### src/rtl/hjc_pkg.sv
// Shared constants and types for the hash job controller.
// Assumes a 136-byte absorb chunk and a 256-bit digest stored as 64-bit words.
package hjc_pkg;
    localparam int WORD_W      = 64;
    localparam int CHUNK_BYTES = 136;
    localparam int FN_ADDRS    = 0;
    localparam int FN_START    = 1;

    typedef enum logic [2:0] {
        SQ_IDLE,
        SQ_WAIT,
        SQ_ABSORB,
        SQ_PGO,
        SQ_PERM
    } seq_state_e;
endpackage

### src/rtl/hjc_cmd_ctx.sv
// Command intake and execution context.
// Takes a command when no job runs. Function 0 loads the two addresses,
// function 1 loads the length and starts a job. Other codes are dropped.
// Assumes job_end and fetch_end are single-cycle pulses.
module hjc_cmd_ctx #(
    parameter int FUNC_W = 3,
    parameter int ADDR_W = 64,
    parameter int LEN_W  = 64
) (
    input  logic              clk,
    input  logic              rst_n,
    input  logic              cmd_valid,
    input  logic [FUNC_W-1:0] cmd_func,
    input  logic [63:0]       cmd_op0,
    input  logic [63:0]       cmd_op1,
    input  logic              fetch_end,
    input  logic              job_end,
    output logic              cmd_ready,
    output logic              job_start,
    output logic              busy,
    output logic              ctx_valid,
    output logic [ADDR_W-1:0] msg_addr,
    output logic [ADDR_W-1:0] dst_addr,
    output logic [LEN_W-1:0]  len
);
    logic accept;

    assign cmd_ready = !busy;
    assign accept    = cmd_valid && !busy;
    assign job_start = accept && (cmd_func == FUNC_W'(hjc_pkg::FN_START));

    // Context registers: addresses from function 0, length from function 1.
    always_ff @(posedge clk) begin
        if (!rst_n) begin
            msg_addr <= '0;
            dst_addr <= '0;
            len      <= '0;
        end else if (accept && cmd_func == FUNC_W'(hjc_pkg::FN_ADDRS)) begin
            msg_addr <= cmd_op0[ADDR_W-1:0];
            dst_addr <= cmd_op1[ADDR_W-1:0];
        end else if (job_start) begin
            len <= cmd_op0[LEN_W-1:0];
        end
    end

    // Job flags: busy spans the whole job, ctx_valid only the fetch phase.
    always_ff @(posedge clk) begin
        if (!rst_n) begin
            busy      <= 1'b0;
            ctx_valid <= 1'b0;
        end else begin
            if (job_start)      busy <= 1'b1;
            else if (job_end)   busy <= 1'b0;
            if (job_start)      ctx_valid <= 1'b1;
            else if (fetch_end) ctx_valid <= 1'b0;
        end
    end

    assert_start_sets_busy_R3: assert property (@(posedge clk) disable iff (!rst_n)
        job_start |=> (busy && ctx_valid));
    assert_ctx_within_job_R7: assert property (@(posedge clk) disable iff (!rst_n)
        ctx_valid |-> busy);
    assert_ctx_frozen_R4: assert property (@(posedge clk) disable iff (!rst_n)
        $past(busy) && busy |-> $stable(msg_addr) && $stable(dst_addr) && $stable(len));
endmodule

### src/rtl/hjc_chunk_seq.sv
// Per-chunk sequencer: waits for a full buffer, pulses absorb, then permute,
// then waits for permute completion. Counts down remaining bytes to spot
// the final chunk. A zero-length message still gets one (padding) chunk.
module hjc_chunk_seq #(
    parameter int LEN_W       = 64,
    parameter int CHUNK_BYTES = hjc_pkg::CHUNK_BYTES
) (
    input  logic             clk,
    input  logic             rst_n,
    input  logic             job_start,
    input  logic [LEN_W-1:0] start_len,
    input  logic             chunk_full,
    input  logic             perm_done,
    output logic             absorb_go,
    output logic             perm_go,
    output logic             fetch_end,
    output logic             final_done
);
    import hjc_pkg::*;
    localparam logic [LEN_W-1:0] CHUNK = LEN_W'(CHUNK_BYTES);

    seq_state_e       state;
    logic [LEN_W-1:0] remain;
    logic             last_q;
    logic             is_last;

    assign is_last    = (remain <= CHUNK);
    assign absorb_go  = (state == SQ_ABSORB);
    assign perm_go    = (state == SQ_PGO);
    assign fetch_end  = absorb_go && is_last;
    assign final_done = (state == SQ_PERM) && perm_done && last_q;

    // Chunk state machine and remaining-byte counter.
    always_ff @(posedge clk) begin
        if (!rst_n) begin
            state  <= SQ_IDLE;
            remain <= '0;
            last_q <= 1'b0;
        end else begin
            unique case (state)
                SQ_IDLE:   if (job_start) begin
                               state  <= SQ_WAIT;
                               remain <= start_len;
                           end
                SQ_WAIT:   if (chunk_full) state <= SQ_ABSORB;
                SQ_ABSORB: begin
                               state  <= SQ_PGO;
                               last_q <= is_last;
                               if (!is_last) remain <= remain - CHUNK;
                           end
                SQ_PGO:    state <= SQ_PERM;
                SQ_PERM:   if (perm_done) state <= last_q ? SQ_IDLE : SQ_WAIT;
                default:   state <= SQ_IDLE;
            endcase
        end
    end

    assert_absorb_then_perm_R6: assert property (@(posedge clk) disable iff (!rst_n)
        absorb_go |=> perm_go);
    assert_perm_after_absorb_R6: assert property (@(posedge clk) disable iff (!rst_n)
        perm_go |-> $past(absorb_go));
    assert_absorb_single_R5: assert property (@(posedge clk) disable iff (!rst_n)
        absorb_go |=> !absorb_go);
endmodule

### src/rtl/hjc_digest_store.sv
// Digest write-back: captures the digest on start, then issues one 64-bit
// store per word at ascending 8-byte addresses, each held until acknowledged.
// Assumes start only arrives while idle.
module hjc_digest_store #(
    parameter int ADDR_W = 64,
    parameter int WORDS  = 4
) (
    input  logic                 clk,
    input  logic                 rst_n,
    input  logic                 start,
    input  logic [WORDS*64-1:0]  digest,
    input  logic [ADDR_W-1:0]    base,
    input  logic                 st_ack,
    output logic                 st_valid,
    output logic [ADDR_W-1:0]    st_addr,
    output logic [63:0]          st_data,
    output logic                 done
);
    localparam int IDX_W = (WORDS > 1) ? $clog2(WORDS) : 1;
    localparam logic [IDX_W-1:0] LAST_IDX = IDX_W'(WORDS - 1);

    logic [WORDS*64-1:0] dig_q;
    logic [ADDR_W-1:0]   base_q;
    logic [IDX_W-1:0]    idx;
    logic                active;

    assign st_valid = active;
    assign st_addr  = base_q + (ADDR_W'(idx) << 3);
    assign st_data  = dig_q[idx*64 +: 64];
    assign done     = active && st_ack && (idx == LAST_IDX);

    // Capture on start, advance one word per acknowledge.
    always_ff @(posedge clk) begin
        if (!rst_n) begin
            active <= 1'b0;
            idx    <= '0;
            dig_q  <= '0;
            base_q <= '0;
        end else if (start) begin
            active <= 1'b1;
            idx    <= '0;
            dig_q  <= digest;
            base_q <= base;
        end else if (active && st_ack) begin
            idx <= idx + 1'b1;
            if (idx == LAST_IDX) active <= 1'b0;
        end
    end

    assert_store_held_R8: assert property (@(posedge clk) disable iff (!rst_n)
        st_valid && !st_ack |=> st_valid && $stable(st_addr) && $stable(st_data));
    assert_store_ends_R9: assert property (@(posedge clk) disable iff (!rst_n)
        done |=> !st_valid);
endmodule

### src/rtl/hash_job_ctrl.sv
// Top of the hash job controller: command intake and context, chunk
// sequencer and digest store machine. Keccak arithmetic and the fetch
// engine sit outside and talk through chunk_full/absorb_go/perm_* and digest.
module hash_job_ctrl #(
    parameter int FUNC_W  = 3,
    parameter int ADDR_W  = 64,
    parameter int LEN_W   = 64,
    parameter int DIG_WDS = 4
) (
    input  logic                 clk,
    input  logic                 rst_n,
    input  logic                 cmd_valid,
    output logic                 cmd_ready,
    input  logic [FUNC_W-1:0]    cmd_func,
    input  logic [63:0]          cmd_op0,
    input  logic [63:0]          cmd_op1,
    output logic                 busy,
    output logic                 ctx_valid,
    output logic [ADDR_W-1:0]    ctx_msg_addr,
    output logic [LEN_W-1:0]     ctx_len,
    input  logic                 chunk_full,
    output logic                 absorb_go,
    output logic                 perm_go,
    input  logic                 perm_done,
    input  logic [DIG_WDS*64-1:0] digest,
    output logic                 st_valid,
    output logic [ADDR_W-1:0]    st_addr,
    output logic [63:0]          st_data,
    input  logic                 st_ack
);
    logic              job_start;
    logic              fetch_end;
    logic              final_done;
    logic              job_end;
    logic [ADDR_W-1:0] dst_addr;

    hjc_cmd_ctx #(.FUNC_W(FUNC_W), .ADDR_W(ADDR_W), .LEN_W(LEN_W)) u_ctx (
        .clk(clk), .rst_n(rst_n), .cmd_valid(cmd_valid), .cmd_func(cmd_func),
        .cmd_op0(cmd_op0), .cmd_op1(cmd_op1), .fetch_end(fetch_end),
        .job_end(job_end), .cmd_ready(cmd_ready), .job_start(job_start),
        .busy(busy), .ctx_valid(ctx_valid), .msg_addr(ctx_msg_addr),
        .dst_addr(dst_addr), .len(ctx_len)
    );

    hjc_chunk_seq #(.LEN_W(LEN_W)) u_seq (
        .clk(clk), .rst_n(rst_n), .job_start(job_start),
        .start_len(cmd_op0[LEN_W-1:0]), .chunk_full(chunk_full),
        .perm_done(perm_done), .absorb_go(absorb_go), .perm_go(perm_go),
        .fetch_end(fetch_end), .final_done(final_done)
    );

    hjc_digest_store #(.ADDR_W(ADDR_W), .WORDS(DIG_WDS)) u_st (
        .clk(clk), .rst_n(rst_n), .start(final_done), .digest(digest),
        .base(dst_addr), .st_ack(st_ack), .st_valid(st_valid),
        .st_addr(st_addr), .st_data(st_data), .done(job_end)
    );

    assert_absorb_needs_ctx_R5: assert property (@(posedge clk) disable iff (!rst_n)
        absorb_go |-> ctx_valid);
    assert_no_store_in_fetch_R8: assert property (@(posedge clk) disable iff (!rst_n)
        st_valid |-> !ctx_valid && busy);
    assert_busy_drop_R9: assert property (@(posedge clk) disable iff (!rst_n)
        job_end |=> !busy && cmd_ready);
endmodule

### config.mk
export PLATFORM = sky130hd
export DESIGN_NAME = hash_job_ctrl
export DESIGN_NICKNAME = d
export VERILOG_FILES = /design/src/rtl/hjc_pkg.sv /design/src/rtl/hjc_cmd_ctx.sv /design/src/rtl/hjc_chunk_seq.sv /design/src/rtl/hjc_digest_store.sv /design/src/rtl/hash_job_ctrl.sv
export SDC_FILE = /design/constraint.sdc
export NUM_CORES = 1
export LEC_CHECK = 0
export ABC_AREA = 1
export BUFFER_PORTS_ARGS = -buffer_cell sky130_fd_sc_hd__buf_2
export CAP_MARGIN = 20
export CORE_AREA = 2 2 256 258
export CTS_CLUSTER_SIZE = 20
export DETAILED_ROUTE_END_ITERATION = 8
export DIE_AREA = 0 0 258 260
export PLACE_DENSITY = 0.75
export SETUP_SLACK_MARGIN = 0.02
export SLEW_MARGIN = 20
export SYNTH_ARGS = -nofsm -noshare
export SYNTH_HDL_FRONTEND = slang
export SYNTH_SLANG_ARGS = --single-unit
### constraint.sdc
create_clock -name clk -period 2.8 [get_ports clk]
set_input_delay 0.56 -clock clk [delete_from_list [all_inputs] [get_ports clk]]
set_output_delay 0.56 -clock clk [all_outputs]
set_load 0.01 [all_outputs]
Word level (Yosys, flattened, before mapping)
Index checks and enable logic that the tools add are counted.
{"block": "totals", "ff_bits": 585, "inputBits": 393, "out_inout_bits": 262, "elab_cells": 65}
{"block": "classes", "n_addsub": 3, "magnitude_cmp": 1, "n_eq_ne": 10, "n_shift": 1, "mux": 15, "n_bitwise": 2, "n_reduce_logical": 21}
{"cell": "indexed part select 256 x 9 -> 64 bit", "n": 1}
{"cell": "2-to-1 mux 64 bit", "n": 2}
{"cell": "case mux 64 bit (2 select lines)", "n": 1}
{"cell": "adder 64 x 5 -> 64 bit", "n": 1}
{"cell": "less-or-equal comparator 64 x 8 -> 1 bit, second input constant", "n": 1}
{"cell": "subtractor 64 x 8 -> 64 bit, second input constant", "n": 1}
{"cell": "case mux 3 bit (5 select lines)", "n": 1}
{"cell": "nonzero test 2 bit", "n": 5}
{"cell": "2-to-1 mux 3 bit", "n": 3}
{"cell": "logical AND 1 bit", "n": 8}
{"cell": "2-to-1 mux 1 bit", "n": 8}
{"cell": "inequality test 2 bit, second input constant", "n": 4}
{"cell": "equality test 3 x 1 -> 1 bit, second input constant", "n": 2}
{"cell": "equality test 3 x 2 -> 1 bit, second input constant", "n": 2}
{"cell": "logical NOT 3 bit", "n": 2}
{"cell": "AND reduction 3 bit", "n": 2}
{"cell": "AND reduction 2 bit", "n": 2}
{"cell": "equality test 3 bit, second input constant", "n": 1}
{"cell": "adder 2 x 1 -> 2 bit, second input constant", "n": 1}
{"cell": "equality test 2 bit, second input constant", "n": 1}
{"cell": "NOT 1 bit", "n": 2}
{"cell": "OR reduction 2 bit", "n": 1}
{"cell": "logical NOT 1 bit", "n": 1}

Logic depth before layout (Yosys ltp)
{"block": "logic_depth", "ltp_word": 5, "ltp_mapped": 13, "depth_no_buf": 12}

Hierarchy
A second synthesis with hierarchy kept.
{"block": "unflattened", "cells_unflattened": 4353, "area_unflattened_um2": 28242.1}
{"mod": "hjc_digest_store", "instances": 1, "cells_each": 2169, "area_per_inst_um2": 14624.0, "seq_area_each_um2": 6466.2}
{"mod": "hjc_cmd_ctx", "instances": 1, "cells_each": 1215, "area_per_inst_um2": 8306.7, "seq_area_each_um2": 3883.7}
{"mod": "hjc_chunk_seq", "instances": 1, "cells_each": 969, "area_per_inst_um2": 5311.3, "seq_area_each_um2": 1361.3}

Worst setup path before layout
No wires, ideal clock.
{"block": "synth_timing", "kind": "reg-to-output", "from": "register u_st.idx[1]", "to": "output st_addr[37]", "t_arrival_ns": 2.475, "t_required_ns": 2.240, "setup_slack_ns": -0.235, "path_stages_with_launch": 13, "path_buffers": 2, "cell_sequence": "dfxtp_1 > inv_1 > clkbuf_1 > clkbuf_1 > fa_1 > inv_1 > nand2_1 > nor2_1 > nand2_1 > nor2_1 > nand4_1 > nor2_1 > xor2_1"}
{"block": "synth_via", "elab_chain_len": 1}
{"item": "from (decl)", "line_no": "hjc_digest_store.sv:24", "text": "logic [IDX_W-1:0] idx;"}
{"item": "from (signal assigned)", "line_no": "hjc_digest_store.sv:45", "text": "idx <= idx + 1'b1;"}
{"item": "adder 64 x 5 -> 64 bit", "line_no": "hjc_digest_store.sv:28", "text": "assign st_addr = base_q + (ADDR_W'(idx) << 3);"}
{"item": "to (decl)", "line_no": "hash_job_ctrl.sv:27", "text": "output logic [ADDR_W-1:0] st_addr,"}
No other way between the ends.

Worst setup path in the final report
{"block": "layout_timing", "from": "register u_st.idx[0]", "to": "output st_addr[29]"}
The elaborated chain is that of the path after synthesis.

==> run metrics <==
routed length per instance ~19 um; final setup vio count 54; post-route DRC violation count 0; Sequential cell area between 10000 and 15000 um2; Final period util 117%; final net count 4834; share of post-route cells with drive strength above 1 23.9%; largest area contributor in the netlist dfxtp_1; synthesized cell area 26200 um2; max_cap viols 0; Total Die Area 67100 um2; Syn. warnings 0; Die W roughly 260 um; Clock Latency Late Sink roughly 0.64 ns; VDD IR-drop max slightly below 500 uV; #FFs+latches synth about 590; GP Congestion approximately 1; die height around 260 um; Arr. time, crit path 2.71 ns; first-pass GRT wire length 148000 um; area grow syn2layout 30.3%; initial antenna violation count 28; final core utilization a little over half; crit end category primary output; DP HPWL just under 70000 um; Hold Vio Cnt, Final 0; All-Layer GR Usage roughly 28%; critical path class reg -> out; DR iter-0 viols 2952; post-synthesis sequential area ratio between 40 and 50%; status complete, but fails checks; Pleak around 15 nW; failing checks setup timing; Starting Density a little over 40%; Mapped Nets 4241; Antenna Nets Post-Route 0; H-tree levels 2; Clock Path Buffers 3; multi-input logic area 13500 um2; Max Clock Freq about 0.31 GHz; PwrDens between 500 and 600 nW/um2; max_slew headroom a little under half; Mapped Cells between 3000 and 4000; Critical Path Start Type flop; # IOs roughly 660; vias per inst between 5 and 6; core area around 64000 um2; Reg clk slew, reported paths 0.07 ns; class of the worst hold path in -> reg; post-synth top area share 44.7%; Worst Skew 0.0308 ns; largest net degree at the start of global routing ~120; Critical Path RT 2.24 ns; Clock Tree Root clkbuf_16; CTS Sinks 585; hold buffers post-CTS 0; RSZ-0062 raised after global routing true; synth top area cells dfxtp_1 45%, nand2_1 14%, a21oi_1 8.9%; row cnt 93; Routed WL 100000 um; Final Critical Period approximately 3.3 ns; minimum setup slack in the final design -0.473 ns; Slew Viols, Final 0; Port Buffers about 650; worst slew pin tran 0.800 ns; TritonCTS clock tree done; syn_area_per_cell between 6 and 7 um2; setup TNS -14.18 ns; library cells used by synthesis 39; vias in the first global route 26500; gr ovfl total 0; CTS buffer count between 60 and 70; DR pass1 iterations 6; FILL cells approximately 6200; Crit Path Max Fanout 3; total number of vias 28600
==> cell usage after synthesis, drive strengths merged <==
cell and number:
o22ai 66, nand4 28, a21oi 469, a211oi 2
nor3b 3, nand2 950, o21ai 416, or2 2
o21bai 17, nor4 9, inv 224, a21boi 8
nor2 588, fa 1, buf 61, o211ai 1
dfxtp 585, a22oi 1, ha 4, nand3 107
nor3 38, xnor2 2, xor2 55, o21a 1
nand3b 21, clkbuf 184
==> final timing paths <==
kind	endpoint	depth (start not counted)	startpoint	slack, ns
min	u_st.dig_q[119]$_SDFFE_PN0P_	3	digest[119]	0.16
min reg2reg	u_st.base_q[37]$_SDFFE_PN0P_	2	u_ctx.dst_addr[37]$_SDFFE_PN0P_	0.45
max reg2reg	u_seq.remain[41]$_SDFFE_PN0P_	10	u_seq.remain[3]$_SDFFE_PN0P_	0.52
max	st_addr[29]	12	u_st.idx[0]$_SDFFE_PP0P_	-0.47
==> logic make-up after synthesis <==
family / synth area share, %
simple gates: 26.7
fa+ha+maj: 0.267
compound gates: 19.4
buf+inv: 7.10
flops: 44.7
xor+xnor: 1.90
==> report_power, final <==
part	leakage (nW)	switching, W	total, W	internal [W]
logic	8.88	0.00117	0.00179	0.000616
registers	4.74	0.0000841	0.00853	0.00844
clock network	1.06	0.00357	0.00866	0.00509
==> area by class of cell <==
cell class,count,area share (%)
inverter,224,2.63
sequential,585,34.4
clock buffer,94,5.51
timing repair buffer,775,13.8
multi-input combinational,2789,39.5
clock inverter,20,0.798
antenna,23,0.168
tap,855,3.13
==> per-stage QoR <==
step	setup WS (ns)	hold slack, ns	std cells	total power (W)	instance area [um2]
after global placement	0.0351	0.445	5186	0.0105	30400
after global routing	-0.549	0.148	5364	0.0196	34200
after detailed placement	-0.0446	0.452	5186	0.0105	30400
after floorplan	0.0213	0.440	3843	0.00969	26200
after CTS	-0.501	0.129	5333	0.0191	33700
final	-0.473	0.161	5365	0.0190	34200
==> flip-flops by register name, indices dropped and copies added (netlist names), 2 cells and up <==
register / flops
u_seq.state: 3
u_ctx.len: 64
u_ctx.msg_addr: 64
u_seq.remain: 64
u_ctx.dst_addr: 64
u_st.idx: 2
u_st.dig_q: 256
u_st.base_q: 64
==> cell usage in the layout, fill, tap and decap left out, types with 17 or more instances in the layout <==
master | synthesis | final
nand2_1 | 948 | 920
buf_2 | 46 | 651
dfxtp_1 | 585 | 561
nor2_1 | 582 | 550
a21oi_1 | 468 | 468
o21ai_0 | 405 | 396
inv_1 | 220 | 204
nand3_1 | 100 | 88
buf_4 | 9 | 67
o22ai_1 | 66 | 66
clkbuf_16 | 0 | 63
xor2_1 | 55 | 29
nand4_1 | 28 | 28
buf_6 | 1 | 28
xor2_2 | 0 | 25
diode_2 | 0 | 23
clkbuf_8 | 0 | 23
nand3b_1 | 21 | 21
nor2_4 | 0 | 20
o21ai_1 | 11 | 20
nand2_2 | 1 | 19
dfxtp_2 | 0 | 19
nor2_2 | 6 | 18
nor3_2 | 1 | 17
o21bai_1 | 17 | 17
buf_12 | 0 | 17
==> critical path: stages, from the launching register on <==
cell and delay [ns]:
dfxtp_4 0.36, ha_4 0.13, inv_2 0.04, fa_2 0.35, inv_2 0.09, nand2_4 0.06, nor2_4 0.17, nand2_4 0.09
nor2_4 0.11, nand4_1 0.18, buf_4 0.21, xor2_2 0.14, buf_2 0.14
==> timing repair <==
| item | 4_1_cts | 5_1_grt |
|---|---|---|
| cloned | 6 | 1 |
| setup endpoints to repair | 119 | 88 |
| resized for setup | 164 | 105 |
| buffers inserted | 31 | 14 |
| pin swaps | 30 | 31 |
==> routing by layer <==
layer / up-vias / wire length, um / track usage [%]
met2: 1288 / 46900 / 45.6
met5: - / 68 / 0
met4: 12 / 4620 / 12.7
li1: 13700 / - / -
met3: 282 / 8110 / 4.92
met1: 13300 / 40700 / 35.8
Note: power is estimated with default switching activity, not from simulation.
